==> config.mk <==
export PLATFORM = sky130hd
export DESIGN_NAME = refresh_stagger_sched
export DESIGN_NICKNAME = d
export VERILOG_FILES = /design/src/rtl/refresh_sched_pkg.sv /design/src/rtl/slot_sequencer.sv /design/src/rtl/slot_map_decode.sv /design/src/rtl/bank_row_ctr.sv /design/src/rtl/refresh_stagger_sched.sv
export SDC_FILE = /design/constraint.sdc
export NUM_CORES = 1
export LEC_CHECK = 0
export BUFFER_PORTS_ARGS = -buffer_cell sky130_fd_sc_hd__buf_2
export CAP_MARGIN = 20
export CORE_UTILIZATION = 50
export DETAILED_ROUTE_END_ITERATION = 6
export GPL_ROUTABILITY_DRIVEN = 0
export PLACE_DENSITY = 0.82
export SLEW_MARGIN = 10
export SYNTH_ARGS = -nofsm -noshare
export SYNTH_HDL_FRONTEND = slang
export SYNTH_SLANG_ARGS = --single-unit
export TNS_END_PERCENT = 1
==> constraint.sdc <==
create_clock -name clk -period 2 [get_ports clk]
set_clock_uncertainty 0.2 [all_clocks]
set_input_delay 0.3 -clock clk [delete_from_list [all_inputs] [get_ports clk]]
set_output_delay 0.3 -clock clk [all_outputs]
set_load 0.03 [all_outputs]
==> src/rtl/refresh_sched_pkg.sv <==
package refresh_sched_pkg;
  localparam int unsigned NUM_BANKS = 4;
  localparam int unsigned NUM_SEC   = NUM_BANKS - 1;

  typedef logic [NUM_BANKS-1:0] bank_vec_t;
  typedef int unsigned sec_pos_t [0:NUM_SEC-1];
endpackage

==> src/rtl/slot_sequencer.sv <==
module slot_sequencer #(
  parameter int unsigned MAX_FRAME = 15,
  parameter int unsigned DEF_FRAME = 9,
  parameter int unsigned SLOT_W    = $clog2(MAX_FRAME + 1)
) (
  input  logic              clk,
  input  logic              rst,
  input  logic              advance,
  input  logic [SLOT_W-1:0] frame_len,
  output logic [SLOT_W-1:0] slot,
  output logic [SLOT_W-1:0] active_len
);
  localparam logic [SLOT_W-1:0] MAX_L = SLOT_W'(MAX_FRAME);
  localparam logic [SLOT_W-1:0] DEF_L = SLOT_W'(DEF_FRAME);
  localparam logic [SLOT_W-1:0] ONE_L = SLOT_W'(1);

  logic [SLOT_W-1:0] slot_q;
  logic [SLOT_W-1:0] len_q;
  logic [SLOT_W-1:0] len_next;
  logic              at_last;

  always_comb begin
    if (frame_len == '0)        len_next = ONE_L;
    else if (frame_len > MAX_L) len_next = MAX_L;
    else                        len_next = frame_len;
  end

  assign at_last = (slot_q == len_q - ONE_L);

  always_ff @(posedge clk) begin
    if (rst) begin
      slot_q <= '0;
      len_q  <= DEF_L;
    end else if (advance) begin
      if (at_last) begin
        slot_q <= '0;
        len_q  <= len_next;
      end else begin
        slot_q <= slot_q + ONE_L;
      end
    end
  end

  assign slot       = slot_q;
  assign active_len = len_q;

  AST_SLOT_IN_FRAME: assert property (@(posedge clk) disable iff (rst)
    slot_q < len_q);
  AST_WRAP_TO_ZERO: assert property (@(posedge clk) disable iff (rst)
    (advance && at_last) |=> (slot_q == '0));
  AST_HOLD_IDLE: assert property (@(posedge clk) disable iff (rst)
    !advance |=> $stable(slot_q));
  AST_LEN_AT_WRAP: assert property (@(posedge clk) disable iff (rst)
    !$stable(len_q) |-> (slot_q == '0));
endmodule

==> src/rtl/slot_map_decode.sv <==
module slot_map_decode
  import refresh_sched_pkg::*;
#(
  parameter int unsigned MAX_FRAME = 15,
  parameter int unsigned SLOT_W    = $clog2(MAX_FRAME + 1),
  parameter sec_pos_t    SEC_POS   = '{0, 2, 6}
) (
  input  logic [SLOT_W-1:0]  slot,
  input  logic [SLOT_W-1:0]  active_len,
  output bank_vec_t          sel,
  output logic [NUM_SEC-1:0] excluded
);
  assign sel[0] = 1'b1;

  for (genvar s = 0; s < NUM_SEC; s++) begin : g_sec
    localparam logic [SLOT_W-1:0] POS = SLOT_W'(SEC_POS[s]);

    if (SEC_POS[s] >= MAX_FRAME) begin : g_range_bad
      $error("secondary slot position outside largest frame");
    end
    for (genvar t = s + 1; t < NUM_SEC; t++) begin : g_dup
      if (SEC_POS[s] == SEC_POS[t]) begin : g_dup_bad
        $error("two secondary banks share a slot");
      end
    end

    assign sel[s+1]    = (slot == POS);
    assign excluded[s] = (POS >= active_len);
  end
endmodule

==> src/rtl/bank_row_ctr.sv <==
module bank_row_ctr #(
  parameter int unsigned ROW_W = 9
) (
  input  logic             clk,
  input  logic             rst,
  input  logic             step,
  output logic [ROW_W-1:0] row
);
  logic [ROW_W-1:0] row_q;

  always_ff @(posedge clk) begin
    if (rst)       row_q <= '0;
    else if (step) row_q <= row_q + ROW_W'(1);
  end

  assign row = row_q;

  AST_ROW_FROZEN: assert property (@(posedge clk) disable iff (rst)
    !step |=> $stable(row_q));
endmodule

==> src/rtl/refresh_stagger_sched.sv <==
module refresh_stagger_sched
  import refresh_sched_pkg::*;
#(
  parameter int unsigned ROW_W     = 9,
  parameter int unsigned MAX_FRAME = 15,
  parameter int unsigned DEF_FRAME = 9,
  parameter sec_pos_t    SEC_POS   = '{0, 2, 6},
  parameter int unsigned SLOT_W    = $clog2(MAX_FRAME + 1)
) (
  input  logic                       clk,
  input  logic                       rst,
  input  logic                       refresh_req,
  input  logic [SLOT_W-1:0]          frame_len,
  output logic                       ref_stb,
  output logic [NUM_BANKS-1:0]       ref_bank_en,
  output logic [NUM_BANKS*ROW_W-1:0] ref_rows,
  output logic [SLOT_W-1:0]          ref_slot,
  output logic                       cfg_err
);
  logic [SLOT_W-1:0]  slot;
  logic [SLOT_W-1:0]  active_len;
  bank_vec_t          sel;
  logic [NUM_SEC-1:0] excluded;
  logic [NUM_BANKS-1:0][ROW_W-1:0] row_now;

  logic                            stb_q;
  bank_vec_t                       en_q;
  logic [NUM_BANKS-1:0][ROW_W-1:0] rows_q;
  logic [SLOT_W-1:0]               slot_q;
  logic                            err_q;

  slot_sequencer #(
    .MAX_FRAME (MAX_FRAME),
    .DEF_FRAME (DEF_FRAME),
    .SLOT_W    (SLOT_W)
  ) u_seq (
    .clk        (clk),
    .rst        (rst),
    .advance    (refresh_req),
    .frame_len  (frame_len),
    .slot       (slot),
    .active_len (active_len)
  );

  slot_map_decode #(
    .MAX_FRAME (MAX_FRAME),
    .SLOT_W    (SLOT_W),
    .SEC_POS   (SEC_POS)
  ) u_map (
    .slot       (slot),
    .active_len (active_len),
    .sel        (sel),
    .excluded   (excluded)
  );

  for (genvar b = 0; b < NUM_BANKS; b++) begin : g_bank
    bank_row_ctr #(.ROW_W(ROW_W)) u_row (
      .clk  (clk),
      .rst  (rst),
      .step (refresh_req & sel[b]),
      .row  (row_now[b])
    );

    always_ff @(posedge clk) begin
      if (rst)                       rows_q[b] <= '0;
      else if (refresh_req && sel[b]) rows_q[b] <= row_now[b];
      else                           rows_q[b] <= '0;
    end
  end

  always_ff @(posedge clk) begin
    if (rst) begin
      stb_q  <= 1'b0;
      en_q   <= '0;
      slot_q <= '0;
      err_q  <= 1'b0;
    end else begin
      stb_q  <= refresh_req;
      en_q   <= refresh_req ? sel : '0;
      slot_q <= refresh_req ? slot : '0;
      err_q  <= |excluded;
    end
  end

  assign ref_stb     = stb_q;
  assign ref_bank_en = en_q;
  assign ref_rows    = rows_q;
  assign ref_slot    = slot_q;
  assign cfg_err     = err_q;

  AST_BANK0_ALWAYS: assert property (@(posedge clk) disable iff (rst)
    ref_stb |-> ref_bank_en[0]);
  AST_ONE_SECONDARY: assert property (@(posedge clk) disable iff (rst)
    $countones(ref_bank_en[NUM_BANKS-1:1]) <= 1);
  AST_STB_LATENCY: assert property (@(posedge clk) disable iff (rst)
    refresh_req |=> ref_stb);
  AST_IDLE_QUIET: assert property (@(posedge clk) disable iff (rst)
    !ref_stb |-> (ref_bank_en == '0 && ref_rows == '0 && ref_slot == '0));
  AST_EXCLUDED_SILENT: assert property (@(posedge clk) disable iff (rst)
    (sel & {excluded, 1'b0}) == '0);
endmodule

==> reports/results.ini, run 1 <==
[placed_design]
io_buffers = 52
hpwl_um = 3870

[power_and_ir_drop]
p_comb_share_pct = 4.8
irDropWorstVdd_v = 0.000486
switching_power_mw = 0.708
internal_power_mw = 2.59
power_density_nw_per_um2 = 829
p_sw_share_pct = 21.4
p_leak_nw = 1.75
seqPwrFrac_pct = 54.8
clockPowerShare_pct = 40.4

[critical_path]
cp.required_ps = 2090
critPathMaxStageDelay_ps = 520
critPathSlowestCell = or4_4
start_kind = flip-flop
crit_path_max_fanout = 4
setup.worst_path.class = reg2reg
arrival_ps = 2020
crit_chain = inv_2 > ha_4 > nand4b_4 > or3_4 > or4_4 > a21oi_2
endpoint_kind = flip-flop

[route]
dr.pass1.iters = 4
drcViolationCount = 0
num_vias = 2377
wirelength_um = 5640
drt_iter0_markers = 72
wl_per_cell_um = 11.9
ant_nets = 0
vias_per_cell = 5.01

[synth]
async_flop_share_pct = 0
yosysTopAreaCell = dfxtp_1
yosysSeqAreaShare_pct = 53.4
synth_warnings = 0
synth_top_area_share_pct = 53.4
ys_types = 39
syn_inst = 330
syn_nets = 348
synth_flop_cell = dfxtp_1
post_synth.cell_area_avg_um2 = 10.1
yosys.cell_count.top_type = dfxtp_1
syn_area_um2 = 3340
synth_area_leaders = dfxtp_1 (53%), and2_1 (7.7%), xor2_1 (5.2%), ha_1 (4.1%), nor2_1 (3.7%)
synth_edf_count = 0
ys_ff_latch = 89
netlist_top_cells_count = dfxtp_1 (89), and2_1 (41), nor2_1 (33)

[clock_network]
path_clk_slew_ps = 80
cts_max_path_buffers = 2
cts_buffers = 9
clock_latency_ps = 350
cts.sinks = 89
cts_tree = yes
clock-root-buffer = clkbuf_8
cts.htree.levels = 3

[sta]
worst_pin_slew_ps = 482
drv_slew = 0
max_freq_mhz = 518
holdWs_ps = 25.9
setup-violations-final = 0
period_share_pct = 96.6
finalHoldViolCount = 0
slew-limit-headroom_pct = 67.8
fin_crit_ps = 1930

[layout]
diodes = 0
fillers = 519
area_delta_synth_final_pct = 19.4
drive_above_1_share_pct = 24.2
nNetsFinal = 411
post-route-util_pct = 62.4

[die]
start_util_pct = 52.3
coreArea_um2 = 6390
ios = 53
dieArea_um2 = 7000
row_count = 29
die_w_um = 83.7
die_h_um = 83.7

[hold_path]
hold_class = in2reg

[global_routing]
track_usage_pct = 17.2
grt_antenna_before_repair = 0
first_global_vias = 2202
grt_overflow = 0
grt_pass1_wl_um = 9600
grt_max_degree = 28

[status]
outcome = completed

[flow_run]
drv_cap = 0

-- through the flow --
| step | worst slack (ps) | cell area, um^2 | setup TNS [ps] | power (mW) | cells |
|---|---|---|---|---|---|
| 2_1_floorplan | 13.5 | 3350 | 0 | 1.96 | 330 |
| 3_3_place_gp | 84.6 | 3740 | 0 | 2.00 | 457 |
| 3_5_place_dp | 8.48 | 3740 | 0 | 2.01 | 457 |
| 4_1_cts | 4.32 | 3970 | 0 | 3.33 | 473 |
| 5_1_grt | -5.52 | 3980 | -5.52 | 3.43 | 474 |
| 6_report | 68.6 | 3980 | 0 | 3.30 | 474 |
-- cells in the final DEF, fill, tap and decap left out, types with 2 or more instances in the layout --
cell type / netlist / final
and2_2: 2 / 2
and4bb_2: 2 / 2
dfxtp_2: 0 / 3
o211ai_1: 2 / 2
inv_1: 6 / 5
buf_4: 3 / 15
o31ai_1: 2 / 2
mux2i_1: 7 / 7
nor2_1: 33 / 33
nor4_1: 2 / 2
nand4_1: 9 / 9
o22ai_1: 2 / 2
nand2_1: 17 / 17
bufinv_16: 0 / 2
dfxtp_1: 89 / 86
and2_1: 41 / 41
nor3_1: 4 / 4
nand2b_1: 7 / 7
xnor2_1: 9 / 9
xor2_1: 20 / 20
nand3_1: 8 / 8
o21ai_0: 5 / 5
ha_1: 11 / 10
a21oi_1: 12 / 11
or3_1: 5 / 5
nor2b_1: 4 / 4
and3_1: 3 / 3
clkbuf_8: 0 / 10
buf_2: 2 / 52
-- logic make-up (layout without fill, tap and decap cells) --
| group | after synthesis | in the layout | synth area share (%) |
|---|---|---|---|
| multiplexers | 7 | 7 | 2.10 |
| XOR/XNOR | 30 | 30 | 8.29 |
| buffers and inverters | 22 | 89 | 2.89 |
| flip-flops | 89 | 89 | 53.4 |
| AND/OR/NAND/NOR | 147 | 147 | 25.1 |
| adder cells (fa/ha/maj) | 11 | 11 | 4.12 |
| AO/OA/AOI/OAI | 24 | 24 | 4.09 |
-- state kept, by name (all words and copies together), names as in the netlist --
register / flops
g_bank.u_row.row: 36
ref_stb: 1
ref_bank_en: 3
ref_slot: 4
ref_rows: 36
cfg_err: 1
u_seq.slot: 4
u_seq.active_len: 4
-- critical path: cells and delay by family (launching register included) --
kind | cells | cell delay (ps)
flops | 1 | 340
fa+ha+maj | 1 | 150
compound gates | 1 | 120
simple gates | 3 | 970
buf+inv | 1 | 80
-- path summary, 6_finish.rpt --
path	slack, ps	cells past startpoint	endpoint	startpoint
hold / removal	30	3	u_seq.active_len[1]$_SDFFE_PP0P_	frame_len[1]
setup reg to reg	70	6	g_bank[3].u_row.row[7]$_SDFFE_PP0N_	u_seq.slot[0]$_SDFFE_PP0P_
setup / recovery	70	6	g_bank[3].u_row.row[7]$_SDFFE_PP0N_	u_seq.slot[0]$_SDFFE_PP0P_
hold reg to reg	280	2	g_bank[3].u_row.row[8]$_SDFFE_PP0N_	g_bank[3].u_row.row[8]$_SDFFE_PP0N_
-- layout make-up --
cell class / instances / area, um^2 / area share (%)
Sequential cell: 89 / 1790 / 44.8
Multi-Input combinational cell: 219 / 1480 / 37.1
Timing Repair Buffer: 68 / 383 / 9.61
Clock buffer: 11 / 141 / 3.55
Tap cell: 77 / 96.3 / 2.42
Clock inverter: 4 / 76.3 / 1.92
Inverter: 6 / 22.5 / 0.565
-- routing by layer --
| layer | vias to the layer above | share of wire [%] | wire [um] | track usage [%] |
|---|---|---|---|---|
| met5 | - | 0 | 0 | 0 |
| met4 | 0 | 2.3 | 132 | 8.63 |
| met3 | 15 | 4.1 | 233 | 4.95 |
| met2 | 57 | 50 | 2800 | 29.7 |
| met1 | 1090 | 44 | 2470 | 19.2 |
| li1 | 1215 | - | - | - |
-- timing repair --
action                     in CTS  in global routing
cloned                          0                  0
setup buffers                   0                  1
hold endpoints to repair        1                  0
resized for setup               0                  4
pin swaps                       1                  2
setup endpoints to repair       1                  3
hold buffers                    1                  0
-- power groups by stage --
stage	registers, mW	logic (mW)	clock network [mW]
floorplan	1.86	0.0931	0
global placement	1.85	0.151	0
detailed placement	1.85	0.155	0
CTS	1.81	0.157	1.36
global route	1.81	0.175	1.45
finish	1.81	0.159	1.33
Note: power is estimated with default switching activity, not from simulation.
==> run 2: changes to the inputs <==
--- a/config.mk
+++ b/config.mk
@@ -10,7 +10,7 @@
 export CORE_UTILIZATION = 50
 export DETAILED_ROUTE_END_ITERATION = 6
 export GPL_ROUTABILITY_DRIVEN = 0
-export PLACE_DENSITY = 0.82
+export PLACE_DENSITY = 0.75
 export SLEW_MARGIN = 10
 export SYNTH_ARGS = -nofsm -noshare
 export SYNTH_HDL_FRONTEND = slang
==> run 2 against run 1 <==
Compared with the run above:
- clock-buffer cell count up 1
- global-route usage fell by 0.71 points
- hold slack lost 21 ps
- die area is the same
- sequential power about the same
==> reports/results.ini, run 2 (synthesis gave the netlist of run 1 again) <==
[status]
outcome = completed

[layout]
fillers = 508
nNetsFinal = 411
multi_input_area_um2 = 1470
stdcell_count = 475
diodes = 0
area_delta_synth_final_pct = 18.7
drive_above_1_share_pct = 24.1
design_area_um2 = 3960
post-route-util_pct = 62.0
mostFrequentLayoutCells = dfxtp_1 (86), buf_2 (52), and2_1 (41)
layout_commonest_cell = dfxtp_1
regArea_um2 = 1790

[critical_path]
crit_family = simple AND/OR/NAND/NOR gates
endpoint_kind = flip-flop
critPathMaxStageDelay_ps = 520
crit_path_max_fanout = 4
setup.worst_path.class = reg2reg
start_kind = flip-flop
r2r_end = g_bank[3].u_row.row[7]$_SDFFE_PP0N_
arrival_ps = 2020
crit_chain = inv_2 > ha_4 > nand4b_4 > or3_4 > or4_1 > a21oi_1
rr_startpoint = u_seq.slot[0]$_SDFFE_PP0P_
worst-path-buf-inv = 1
r2r_cells = 6
critPathSlowestCell = or4_1
r2r_setup_slack_ps = 70
cp.required_ps = 2090

[hold_path]
hold_path_end = u_seq.active_len[1]$_SDFFE_PP0P_
worst_hold_path.num_cells = 3
hp-start = frame_len[1]
hold_class = in2reg

[sta]
drv_slew = 0
fin_crit_ps = 1930
slew-limit-headroom_pct = 70.0
setup-violations-final = 0
timing.setup.tns_ps = 0
period_share_pct = 96.5
worst_pin_slew_ps = 447
max_freq_mhz = 518
grt_setup_unrepaired = false
finalHoldViolCount = 0

[route]
ant_nets = 0
wl_per_cell_um = 11.5
wirelength_um = 5470
vias_per_cell = 5.01
drt_iter0_markers = 67
drcViolationCount = 0
dr.pass1.iters = 4
num_vias = 2382

[clock_network]
cts_max_path_buffers = 2
clock-root-buffer = clkbuf_8
path_clk_slew_ps = 80
cts.htree.levels = 3
cts_buffers = 9
cts.sinks = 89
clock_latency_ps = 350
cts_tree = yes
cts.hold.buffers_added = 0

[die]
coreArea_um2 = 6390
ios = 53
dieArea_um2 = 7000
row_count = 29
die_h_um = 83.7
start_util_pct = 52.3
die_w_um = 83.7

[global_routing]
grt_overflow = 0
grt_max_degree = 24
track_usage_pct = 16.5
grt_antenna_before_repair = 0
grt_pass1_wl_um = 9110
first_global_vias = 2160

[power_and_ir_drop]
irDropWorstVdd_v = 0.000438
power_density_nw_per_um2 = 811
p_leak_nw = 1.74

[placed_design]
placed_area_um2 = 3750
io_buffers = 52
hpwl_um = 3790
dp.cells = 458

[flow_run]
drv_cap = 0

==> run 2: per-stage QoR <==
| stage | hold WS (ps) | total power, mW | setup slack, ps |
|---|---|---|---|
| 2_1_floorplan | 236 | 1.96 | 13.5 |
| 3_3_place_gp | 251 | 2.00 | 82.4 |
| 3_5_place_dp | 262 | 2.01 | 18.9 |
| 4_1_cts | 4.47 | 3.24 | 4.92 |
| 5_1_grt | 5.22 | 3.35 | 14.9 |
| 6_report | 5.33 | 3.22 | 70.9 |
==> run 2: worst max-delay path by stage <==
stage,from,to,depth (start not counted)
floorplan,u_seq.slot[0]$_SDFFE_PP0P_,g_bank[3].u_row.row[7]$_SDFFE_PP0N_,6
global placement,u_seq.slot[0]$_SDFFE_PP0P_,g_bank[3].u_row.row[8]$_SDFFE_PP0N_,6
detailed placement,u_seq.slot[0]$_SDFFE_PP0P_,g_bank[3].u_row.row[7]$_SDFFE_PP0N_,6
CTS,u_seq.slot[0]$_SDFFE_PP0P_,g_bank[3].u_row.row[7]$_SDFFE_PP0N_,6
global route,u_seq.slot[1]$_SDFFE_PP0P_,g_bank[1].u_row.row[8]$_SDFFE_PP0N_,7
finish,u_seq.slot[0]$_SDFFE_PP0P_,g_bank[3].u_row.row[7]$_SDFFE_PP0N_,6
==> run 2: worst register-to-register path: stages (launching register included) <==
cell	delay [ps]
dfxtp_1	320
inv_2	80
ha_4	150
nand4b_4	100
or3_4	350
or4_1	520
a21oi_1	150
==> run 2: metal layers <==
metal | routed length (um) | global-route usage, % | up-vias
met2 | 2650 | 28.1 | 44
met3 | 221 | 5.04 | 10
met1 | 2470 | 18.1 | 1109
met5 | 0 | 0 | -
li1 | - | - | 1219
met4 | 125 | 9.40 | 0
==> run 2: cell type report <==
class	count	share of cell area [%]
Sequential cell	89	45.1
Inverter	6	0.568
Timing Repair Buffer	68	9.60
Tap cell	77	2.43
Multi-Input combinational cell	219	37.1
Clock buffer	12	3.92
Clock inverter	4	1.29
==> run 2: power breakdown <==
group / internal [mW] / switching [mW]
clock: 0.646 / 0.599
combinational: 0.0674 / 0.0935
sequential: 1.79 / 0.0176
==> run 2: timing repair <==
action,in CTS,in global routing
hold endpoints to repair,0,0
gates resized for setup,0,2
endpoints found under the setup margin,0,6
setup buffers,0,1
